$ cat config.mk
export PLATFORM = sky130hd
export DESIGN_NAME = bpl_line_encoder
export DESIGN_NICKNAME = d
export VERILOG_FILES = /design/src/rtl/bpl_pkg.sv /design/src/rtl/bpl_sampler.sv /design/src/rtl/bpl_window.sv /design/src/rtl/bpl_subst_core.sv /design/src/rtl/bpl_line_gate.sv /design/src/rtl/bpl_line_encoder.sv
export SDC_FILE = /design/constraint.sdc
export NUM_CORES = 1
export LEC_CHECK = 0
export BUFFER_PORTS_ARGS = -buffer_cell sky130_fd_sc_hd__buf_2
export CELL_PAD_IN_SITES_DETAIL_PLACEMENT = 2
export CELL_PAD_IN_SITES_GLOBAL_PLACEMENT = 2
export CORE_MARGIN = 2
export CORE_UTILIZATION = 40
export CTS_CLUSTER_DIAMETER = 100
export DETAILED_ROUTE_END_ITERATION = 6
export PLACE_DENSITY_LB_ADDON = 0.15
export SETUP_SLACK_MARGIN = 0.3
export SYNTH_ARGS = -nofsm -noshare
export SYNTH_HDL_FRONTEND = slang
export SYNTH_SLANG_ARGS = --single-unit
$ cat constraint.sdc
create_clock -name clk -period 1.82 [get_ports clk]
set_input_delay 0.091 -clock clk [delete_from_list [all_inputs] [get_ports clk]]
set_output_delay 0.091 -clock clk [all_outputs]
set_load 0.01 [all_outputs]
$ cat src/rtl/bpl_pkg.sv
package bpl_pkg;
    typedef enum logic [1:0] {
        MODE_AMI  = 2'b00,
        MODE_B8ZS = 2'b01,
        MODE_B6ZS = 2'b10,
        MODE_HDB3 = 2'b11
    } line_mode_e;

    typedef enum logic {
        ST_PASS = 1'b0,
        ST_SUB  = 1'b1
    } sub_state_e;
endpackage

$ cat src/rtl/bpl_sampler.sv
module bpl_sampler (
    input  logic clk,
    input  logic rst_n,
    input  logic din,
    output logic din_q
);
    // capture on the falling edge, half a period ahead of the shift
    always_ff @(negedge clk or negedge rst_n) begin
        if (!rst_n) din_q <= 1'b0;
        else        din_q <= din;
    end
endmodule

$ cat src/rtl/bpl_window.sv
module bpl_window #(
    parameter int DEPTH = 8
) (
    input  logic             clk,
    input  logic             rst_n,
    input  logic             din_q,
    output logic [DEPTH-1:0] bits,
    output logic [DEPTH-1:0] vld
);
    // index 0 is the head (oldest bit); new bits enter at DEPTH-1
    always_ff @(posedge clk or negedge rst_n) begin
        if (!rst_n) begin
            bits <= '0;
            vld  <= '0;
        end else begin
            bits <= {din_q, bits[DEPTH-1:1]};
            vld  <= {1'b1,  vld[DEPTH-1:1]};
        end
    end
endmodule

$ cat src/rtl/bpl_subst_core.sv
module bpl_subst_core
    import bpl_pkg::*;
#(
    parameter int DEPTH = 8
) (
    input  logic             clk,
    input  logic             rst_n,
    input  line_mode_e       mode,
    input  logic [DEPTH-1:0] bits,
    input  logic [DEPTH-1:0] vld,
    output logic             sym_p,
    output logic             sym_n
);
    localparam int CW = $clog2(DEPTH + 1);

    sub_state_e       st, st_d;
    logic [CW-1:0]    left, left_d, run_len;
    logic [DEPTH-1:0] pat_p, pat_n, pat_p_d, pat_n_d;
    logic [DEPTH-1:0] mask_same, mask_opp, lay_p, lay_n;
    logic             last_pos, odd, run_ok, start, data_mark;

    // pattern shape per code: "same" = polarity of the last pulse
    always_comb begin
        run_len   = '0;
        mask_same = '0;
        mask_opp  = '0;
        unique case (mode)
            MODE_AMI: begin
                run_len = '0;
            end
            MODE_B8ZS: begin
                run_len   = CW'(8);
                mask_same = DEPTH'(8'b1000_1000);
                mask_opp  = DEPTH'(8'b0101_0000);
            end
            MODE_B6ZS: begin
                run_len   = CW'(6);
                mask_same = DEPTH'(6'b10_0010);
                mask_opp  = DEPTH'(6'b01_0100);
            end
            MODE_HDB3: begin
                run_len = CW'(4);
                if (odd) mask_same = DEPTH'(4'b1000);
                else     mask_opp  = DEPTH'(4'b1001);
            end
        endcase
    end

    always_comb begin
        run_ok = (run_len != '0);
        for (int k = 0; k < DEPTH; k++) begin
            if (k < int'(run_len)) run_ok = run_ok & vld[k] & ~bits[k];
        end
        lay_p = last_pos ? mask_same : mask_opp;
        lay_n = last_pos ? mask_opp  : mask_same;
    end

    // next state and symbol
    always_comb begin
        st_d      = st;
        left_d    = left;
        pat_p_d   = pat_p;
        pat_n_d   = pat_n;
        sym_p     = 1'b0;
        sym_n     = 1'b0;
        start     = 1'b0;
        data_mark = 1'b0;
        unique case (st)
            ST_PASS: begin
                if (run_ok) begin
                    start   = 1'b1;
                    sym_p   = lay_p[0];
                    sym_n   = lay_n[0];
                    pat_p_d = lay_p >> 1;
                    pat_n_d = lay_n >> 1;
                    left_d  = run_len - CW'(1);
                    st_d    = ST_SUB;
                end else if (vld[0] && bits[0]) begin
                    data_mark = 1'b1;
                    sym_p     = ~last_pos;
                    sym_n     = last_pos;
                end
            end
            ST_SUB: begin
                sym_p   = pat_p[0];
                sym_n   = pat_n[0];
                pat_p_d = pat_p >> 1;
                pat_n_d = pat_n >> 1;
                left_d  = left - CW'(1);
                if (left == CW'(1)) st_d = ST_PASS;
            end
        endcase
    end

    // state register
    always_ff @(posedge clk or negedge rst_n) begin
        if (!rst_n) begin
            st       <= ST_PASS;
            left     <= '0;
            pat_p    <= '0;
            pat_n    <= '0;
            last_pos <= 1'b0;
            odd      <= 1'b0;
        end else begin
            st    <= st_d;
            left  <= left_d;
            pat_p <= pat_p_d;
            pat_n <= pat_n_d;
            if (sym_p)      last_pos <= 1'b1;
            else if (sym_n) last_pos <= 1'b0;
            if (start)          odd <= 1'b0;
            else if (data_mark) odd <= ~odd;
        end
    end

    assert_one_rail_R2: assert property (@(posedge clk) disable iff (!rst_n)
        !(sym_p && sym_n));

    assert_ami_no_subst_R2: assert property (@(posedge clk) disable iff (!rst_n)
        (st == ST_PASS && mode == MODE_AMI) |=> (st == ST_PASS));
endmodule

$ cat src/rtl/bpl_line_gate.sv
module bpl_line_gate (
    input  logic clk,
    input  logic rst_n,
    input  logic sym_p,
    input  logic sym_n,
    input  logic blank,
    input  logic alarm,
    output logic rail_p,
    output logic rail_n
);
    always_ff @(posedge clk or negedge rst_n) begin
        if (!rst_n) begin
            rail_p <= 1'b0;
            rail_n <= 1'b0;
        end else if (blank) begin
            rail_p <= 1'b0;
            rail_n <= 1'b0;
        end else if (alarm) begin
            rail_p <= 1'b1;
            rail_n <= 1'b1;
        end else begin
            rail_p <= sym_p;
            rail_n <= sym_n;
        end
    end

    assert_blank_low_R9: assert property (@(posedge clk) disable iff (!rst_n)
        blank |=> (!rail_p && !rail_n));

    assert_alarm_high_R10: assert property (@(posedge clk) disable iff (!rst_n)
        (!blank && alarm) |=> (rail_p && rail_n));
endmodule

$ cat src/rtl/bpl_line_encoder.sv
module bpl_line_encoder
    import bpl_pkg::*;
#(
    parameter int DEPTH = 8
) (
    input  logic       clk,
    input  logic       rst_n,
    input  logic [1:0] mode,
    input  logic       din,
    input  logic       blank,
    input  logic       alarm,
    output logic       rail_p,
    output logic       rail_n
);
    logic             din_q;
    logic [DEPTH-1:0] bits, vld;
    logic             sym_p, sym_n;

    bpl_sampler u_smp (
        .clk(clk), .rst_n(rst_n), .din(din), .din_q(din_q)
    );

    bpl_window #(.DEPTH(DEPTH)) u_win (
        .clk(clk), .rst_n(rst_n), .din_q(din_q), .bits(bits), .vld(vld)
    );

    bpl_subst_core #(.DEPTH(DEPTH)) u_core (
        .clk(clk), .rst_n(rst_n), .mode(line_mode_e'(mode)),
        .bits(bits), .vld(vld), .sym_p(sym_p), .sym_n(sym_n)
    );

    bpl_line_gate u_gate (
        .clk(clk), .rst_n(rst_n), .sym_p(sym_p), .sym_n(sym_n),
        .blank(blank), .alarm(alarm), .rail_p(rail_p), .rail_n(rail_n)
    );
endmodule

# [Word level (Yosys, flattened, before mapping)]
# Index checks and enable logic that the tools add are counted.
# Widths: inputs -> output; s select.
[classes] n_reduce_logical=5 muxes=42 bitwise_logic=27 order_cmp=8 eq_ne=5 addsub=2
[op_table] op="$pmux 8 s3" n=2
[op_table] op="$mux 8" n=4
[op_table] op="$pmux 8 s2" n=2
[op_table] op="$mux 1" n=26
[op_table] op="$and 1x1->1" n=16
[op_table] op="$lt 3x4->1 const A" n=4
[op_table] op="$pmux 4 s4" n=1
[op_table] op="$mux 4" n=3
[op_table] op="$not 1->1" n=11
[op_table] op="$lt 1x4->1 const A" n=2
[op_table] op="$lt 2x4->1 const A" n=2
[op_table] op="$pmux 4 s2" n=1
[op_table] op="$sub 4x1->4 const B" n=2
[op_table] op="$pmux 1 s2" n=3
[op_table] op="$eq 2x2->1 const B" n=2
[op_table] op="$eq 4x1->1 const B" n=1
[op_table] op="$reduce_bool 2->1" n=2
[op_table] op="$reduce_bool 4->1" n=1
[op_table] op="$eq 2x1->1 const B" n=1
[op_table] op="$logic_not 2->1" n=1
[op_table] op="$ne 2x1->1 const B" n=1
[op_table] op="$logic_and 1x1->1" n=1
[totals] ff_bits=42 inputBits=7 elab_cells=100

# [Depth between registers and ports, before layout]
# Gate-level depths: netlist (run 1).
[depth] depth_word=31 depth_mapped=7 mapped_depth_nobuf=6

# [Cells and area by module]
# From an unflattened synthesis (run 1), not the netlist that was laid out.
[hier_totals] cells_unflattened=159 area_unflattened_um2=1791.7
[by_module_without_submodules] mod="bpl_subst_core" n_inst=1 seq_area_each_um2=525.5 area_per_inst_um2=1292.5 cells_each=137
[by_module_without_submodules] mod="bpl_window" n_inst=1 seq_area_each_um2=400.4 area_per_inst_um2=404.1 cells_each=17
[by_module_without_submodules] mod="bpl_line_gate" n_inst=1 seq_area_each_um2=50.0 area_per_inst_um2=70.1 cells_each=4
[by_module_without_submodules] mod="bpl_sampler" n_inst=1 seq_area_each_um2=25.0 area_per_inst_um2=25.0 cells_each=1

==> results.md, run 1 <==
- PortBufs: 8
- First-pass GRT wire length: 8.22 mm
- H-tree Lvls: 2
- Final hold vios: 0
- Layout cells sized above 1: 27.5%
- Gr usage total: between 20% and 30%
- Yosys cell types: 44
- Vias in the first global route: 1555
- Skew final: between 0.008 and 0.009 ns
- Worst-Margin Slew: between 0.5 and 0.6 ns
- CP peak stage delay: 0.40 ns
- Number of synthesized flops with an enable pin: 0
- Max Cap Violations: 0
- Worst setup SP type: register
- Post-Syn Instances: 155
- Die area: approximately 0.005 mm²
- Drt pass-1 iters: 4
- Via count: roughly 1400
- Initial antenna violation count: 0
- Worst-path clk slew: around 0.090 ns
- Slew Limit Headroom: 65.7%
- Via/cell ratio: slightly above 6
- CTS root buf: clkbuf_8
- Warning count from the yosys run: 0
- Kind of critical path: register to register
- RSZ-0062 raised after global routing: true
- Reg2reg path depth: 5
- Final #Nets: around 190
- Remaining antenna violation count: 0
- Worst path top cell family by delay: simple AND/OR/NAND/NOR gates
- Core area: 0.00429 mm²
- Area post-placement: ~0.0019 mm²
- Die Span Y: 70.2 µm
- Total grt overflow: 0
- Routability cong.: 0.720
- Largest net degree at the start of global routing: 40
- Clk_lat worst skew: ~0.3 ns
- Number of core rows: 24
- Worst Path Arrival: about 1.9 ns
- Worst path bufs/invs: 1
- CP Max Fanout: 4
- Top cell type's share of synthesized area: a little under three fifths
- Critical-path top delay cell: dfrtp_1
- DRC violations left: 0
- Hold Crit Start: alarm
- CTS tree: yes
- Worst vdd ir: about 0.46 mV
- Async SR Flop Fraction: 100%
- Hold Crit Class: primary input to register
- Wire length on met2: about 3.2 mm
- Synth area leader: dfrtp_1
- RR Endpoint: u_core.pat_n[5]
- Most frequent cells in the layout: dfrtp_1 (39), buf_4 (12), nand2_1 (11), a21oi_1 (10), inv_1 (9)
- Syn_area_per_cell: 11.3 µm²
- WL met1: roughly 2.4 mm
- PwrDens: 1080 mW/mm²
- Final wirelength: a little under 6 mm
- P_leak: about 1 nW
- Worst hold path depth: 3
- Crit path time final: about 1.7 ns
- Fmax: slightly below 600 MHz
- Status: complete, no violations
- First DRT Iteration DRCs: 83
- FF-to-FF setup slack: between 0.1 and 0.15 ns
- Cell area after synthesis: about 0.0018 mm²
- Max clock buf depth: 2
- Pins over their slew limit: 0
- #FFs+latches synth: 40
- Most common cell after layout, fill and taps aside: dfrtp_1
- CTS sink cnt: 40
- Largest cells by area after synthesis: dfrtp_1 (56%), ha_1 (4.3%), a21oi_1 (2.9%)
- Area grow syn2layout: 27.1%
- Synthesized net count: ~170
- DR WL/cell: between 20 and 30 µm
- Tcrit/Tclk final: 94.0%
- Kind of end point of the critical path: register
- WHS Endpoint: u_gate.rail_p
- CTS Buf Count: 5
- Design area: between 0.002 and 0.0025 mm²
- Met3 wire len: between 150 and 200 µm
- Setup violators final: 0
- Die W: around 70 µm
- Initial Util: between 40 and 50%
- Max layer used: met4
- DP Wirelength: between 3 and 4 mm
- Io pins: 9
- N_diodes: 0
- Crit path cell chain: and4bb_2 > and4b_2 > buf_6 > nand4_1 > a31oi_1
- Required time of the critical path: ~2.0 ns
- Setup TNS: 0 ns
- Main synth FF type: dfrtp_1
- Reg-to-Reg Start: u_win.bits[0]
- Seq/Total Area, Yosys: 57.2%
==> timing repair <==
| action | 4_1_cts | 5_1_grt |
|---|---|---|
| endpoints found under the setup margin | 21 | 22 |
| endpoints found under the hold margin | 40 | 0 |
| pin swaps | 7 | 4 |
| hold buffers | 2 | 0 |
| resized for setup | 13 | 15 |
| setup buffers | 3 | 4 |
==> per-stage QoR <==
stage	instances	utilization [%]	hold WS [ns]	worst slack, ns	power, W
floorplan	155	-	-0.205	0.191	0.00141
global placement	217	44.3	0.231	0.0984	0.00153
detailed placement	217	44.3	0.252	0.0148	0.00158
CTS	230	49.6	0.200	0.132	0.00233
global route	234	51.8	0.210	0.00597	0.00250
finish	234	51.8	0.195	0.109	0.00240
==> per-layer routing <==
layer | vias up | global-route usage, %
met2 | 36 | 39.3
met1 | 744 | 27.0
met4 | 0 | 8.76
met5 | - | 0
met3 | 17 | 4.18
li1 | 619 | -
==> area by class of cell <==
type | instances | area, µm²
multi-input cells | 97 | 801
inverters | 10 | 40.0
fillers | 424 | 2070
clock inverters | 3 | 42.5
well taps | 52 | 65.1
repair buffers | 27 | 206
clock buffers | 5 | 68.8
flip-flops and latches | 40 | 1000
==> synth_stat cells (3+ instances only) <==
cell type   n
a221o_1     5
and3_1      3
a31oi_1     5
nor2b_1     4
inv_1       9
dfrtp_1    39
nand3_1     3
nor3_1      3
clkbuf_1    7
o311ai_0    4
nand2_1    11
o21ai_0     6
nor2_1      5
ha_1        6
a21oi_1    10
==> worst max-delay path by stage <==
stage,start,endpoint,slack [ns],cells past startpoint
after detailed placement,mode[0],u_core.pat_n[0],0.01,8
after floorplan,u_win.bits[0],u_gate.rail_n,0.19,4
after CTS,u_win.bits[5],u_core.left[2],0.13,5
after global placement,mode[0],u_core.pat_n[4],0.1,7
final,u_win.bits[0],u_core.pat_n[5],0.11,5
after global routing,u_win.bits[2],u_gate.rail_n,0.006,4
==> power breakdown <==
part / internal [W] / leakage, nW / total [W] / switching (W)
logic: 0.000219 / 0.443 / 0.000502 / 0.000283
clock network: 0.000406 / 0.0541 / 0.000744 / 0.000338
registers: 0.00102 / 0.500 / 0.00116 / 0.000133
==> state kept, by name (all words and copies together), names as in the netlist, 4 cells and up <==
| signal | count |
|---|---|
| u_win.bits | 8 |
| u_win.vld | 8 |
| u_core.pat_n | 7 |
| u_core.pat_p | 7 |
| u_core.left | 4 |
==> worst min-delay path: cells and delay by family <==
| family | cells | cell delay [ns] |
|---|---|---|
| AO/OA/AOI/OAI | 2 | 0.26 |
| buffers and inverters | 1 | 0.09 |
==> logic make-up (layout without fill, tap and decap cells) <==
family	after synthesis	in the layout	share of synthesized area [%]
simple gates	44	44	14.9
compound gates	42	42	17.4
flops	40	40	57.2
buf+inv	18	45	3.93
fa+ha+maj	6	6	4.29
xor+xnor	2	2	1.00
mux	2	2	1.14
other cells	1	1	0.214
Power figures use the tool's default switching activity.
==> inputs of run 2 (changes only) <==
Settings changed: CORE_UTILIZATION 40 to 42, CTS_BUF_LIST from default to sky130_fd_sc_hd__clkbuf_8.
==> results.md, run 2 (synthesized netlist as in run 1, its figures left out) <==
- Area grow syn2layout: 29.9% (was 27.1%)
- DR WL/cell: 24.6 µm (was 25.4 µm)
- Worst Path Arrival: 1.99 ns (was 1.92 ns)
- N_diodes: 0 (unchanged)
- Status: complete, no violations (unchanged)
- Seq pwr share: 46.7% (was 48.1%)
- Reg2reg path depth: 4 (was 5)
- Crit path time final: 1.80 ns (was 1.71 ns)
- Gr usage total: 25.0% (was 22.3%)
- Kind of end point of the critical path: register (unchanged)
- Max clock buf depth: 2 (unchanged)
- Skew final: 0.00578 ns (was 0.00857 ns)
- # placed instances: 214 (was 217)
- Via/cell ratio: 5.95 (was 6.05)
- Routability cong.: 0.751 (was 0.720)
- GR peak layer: met2 (unchanged)
- Layout cells sized above 1: 31.5% (was 27.5%)
- First-pass GRT wire length: 8.28 mm (was 8.22 mm)
- Clk_lat worst skew: 0.29 ns (was 0.30 ns)
- Clk pwr share: 32.0% (was 31.0%)
- DP Wirelength: 3.25 mm (was 3.27 mm)
- Fillers: 373 (was 424)
- Multi-input gate area: 847 µm² (was 801 µm²)
- Sw power: 0.000742 W (was 0.000753 W)
- CP Max Fanout: 3 (was 4)
- CTS Buf Count: 5 (unchanged)
- CTS sink cnt: 40 (unchanged)
- Initial Util: 43.8% (was 40.8%)
- Sw frac: 29.7% (was 31.4%)
- CTS root buf: clkbuf_8 (unchanged)
- Number of core rows: 23 (was 24)
- Final #Nets: 193 (was 194)
- RSZ-0062 raised after global routing: true (unchanged)
- Worst setup SP type: register (unchanged)
- Vias in the first global route: 1532 (was 1555)
- Final cell count without fillers: 231 (was 234)
- H-tree Lvls: 2 (unchanged)
- Worst-path clk slew: 0.08 ns (was 0.09 ns)
- Met2 usage: 42.3% (was 39.3%)
- Via count: 1374 (was 1416)
- Final wirelength: 5.69 mm (was 5.95 mm)
- Remaining antenna violation count: 0 (unchanged)
- Die area: 0.00470 mm² (was 0.00492 mm²)
- Die Span Y: 68.6 µm (was 70.2 µm)
- Most common cell after layout, fill and taps aside: dfrtp_1 (unchanged)
- Hold_ws: 0.191 ns (was 0.195 ns)
- Most frequent cells in the layout: dfrtp_1 (39), buf_4 (12), nand2_1 (11), inv_1 (9), buf_2 (8) (was dfrtp_1 (39), buf_4 (12), nand2_1 (11), a21oi_1 (10), inv_1 (9))
- PwrDens: 1100 mW/mm² (was 1080 mW/mm²)
- Pins over their slew limit: 0 (unchanged)
- Worst vdd ir: 0.616 mV (was 0.457 mV)
- Hold Crit Class: primary input to register (unchanged)
- Design area: 0.00227 mm² (was 0.00222 mm²)
- Max Cap Violations: 0 (unchanged)
- Initial antenna violation count: 0 (unchanged)
- CTS tree: yes (unchanged)
- Kind of critical path: register to register (unchanged)
- Register area: 0.00100 mm² (unchanged)
- GRT met3 Usage: 5.19% (was 4.18%)
- PortBufs: 8 (unchanged)
- Area post-placement: 0.00189 mm² (was 0.00190 mm²)
- Fmax: 557 MHz (was 584 MHz)
- Worst hold path depth: 3 (unchanged)
- Final hold vios: 0 (unchanged)
- Required time of the critical path: 2.02 ns (was 2.03 ns)
- Met1 usage: 31.2% (was 27.0%)
- Drt pass-1 iters: 4 (unchanged)
- Biggest regs: u_win.bits: 8 flops, u_win.vld: 8 flops (unchanged)
- Io pins: 9 (unchanged)
- Total grt overflow: 0 (unchanged)
- P_int: 0.00175 W (was 0.00165 W)
- P_leak: 1.00 nW (was 0.997 nW)
- Logic gate share of total power: 21.3% (was 20.9%)
- Die W: 68.6 µm (was 70.2 µm)
- Tcrit/Tclk final: 98.7% (was 94.0%)
- Setup violators final: 0 (unchanged)
- DRC violations left: 0 (unchanged)
- First DRT Iteration DRCs: 87 (was 83)
- Core area: 0.00400 mm² (was 0.00429 mm²)
- Largest net degree at the start of global routing: 40 (unchanged)
[run 2: changes by cell type in the layout (fill, tap and decap cells not counted), sizes merged]
cell      previous run  this run
inv                 10         9
buf                 25        24
clkinvlp             1         0
clkbuf               5         7
[run 2: per-layer routing]
| metal | vias up | routed length [µm] | share of wire [%] |
|---|---|---|---|
| li1 | 619 | - | - |
| met1 | 708 | 2560 | 45 |
| met5 | - | 0 | 0 |
| met2 | 32 | 2820 | 50 |
| met4 | 0 | 155 | 2.7 |
| met3 | 15 | 160 | 2.8 |
[run 2: worst paths after layout]
path	slack, ns	to	from
min in group asynchronous	0.45	u_win.vld[2]	rst_n
worst max register to register	0.02	u_gate.rail_n	u_win.bits[0]
worst min register to register	0.39	u_win.bits[4]	u_win.bits[5]
max in group asynchronous	0.76	u_smp.din_q	rst_n
worst min-delay path	0.19	u_gate.rail_p	alarm
worst max-delay path	0.02	u_gate.rail_n	u_win.bits[0]
[run 2: area by class of cell]
class | instances | share of cell area, %
multi-input combinational | 97 | 37.2
clock inverter | 1 | 1.32
tap | 50 | 2.75
timing repair buffer | 26 | 8.75
clock buffer | 7 | 4.24
sequential | 40 | 44.0
inverter | 10 | 1.71
[run 2: critical path: stages, from the launching register on]
cell      delay [ns]
dfrtp_1         0.42
and4bb_2        0.33
nand4b_1        0.13
or4_4           0.56
a221oi_4        0.27
[run 2: timing repair]
item,in CTS,in global routing
buffers inserted,4,3
gates resized for setup,21,15
hold buffers,2,0
pin swaps,8,0
endpoints found under the hold margin,40,0
setup endpoints to repair,18,23
[run 2: per-stage QoR]
stage	TNS (ns)	util (%)	worst slack (ns)	power (W)
2_1_floorplan	0	-	0.191	0.00141
3_3_place_gp	0	47.4	0.101	0.00152
3_5_place_dp	-0.00223	47.4	-0.00223	0.00157
4_1_cts	0	54.6	0.103	0.00242
5_1_grt	0	56.9	0.00193	0.00260
6_report	0	56.9	0.0234	0.00250
[run 2: power groups by stage]
stage | combinational [W] | sequential [W] | clock, W
after global placement | 0.000380 | 0.00114 | 0
after floorplan | 0.000297 | 0.00111 | 0
after global routing | 0.000582 | 0.00118 | 0.000836
after detailed placement | 0.000417 | 0.00115 | 0
after CTS | 0.000464 | 0.00115 | 0.000806
final | 0.000533 | 0.00117 | 0.000797
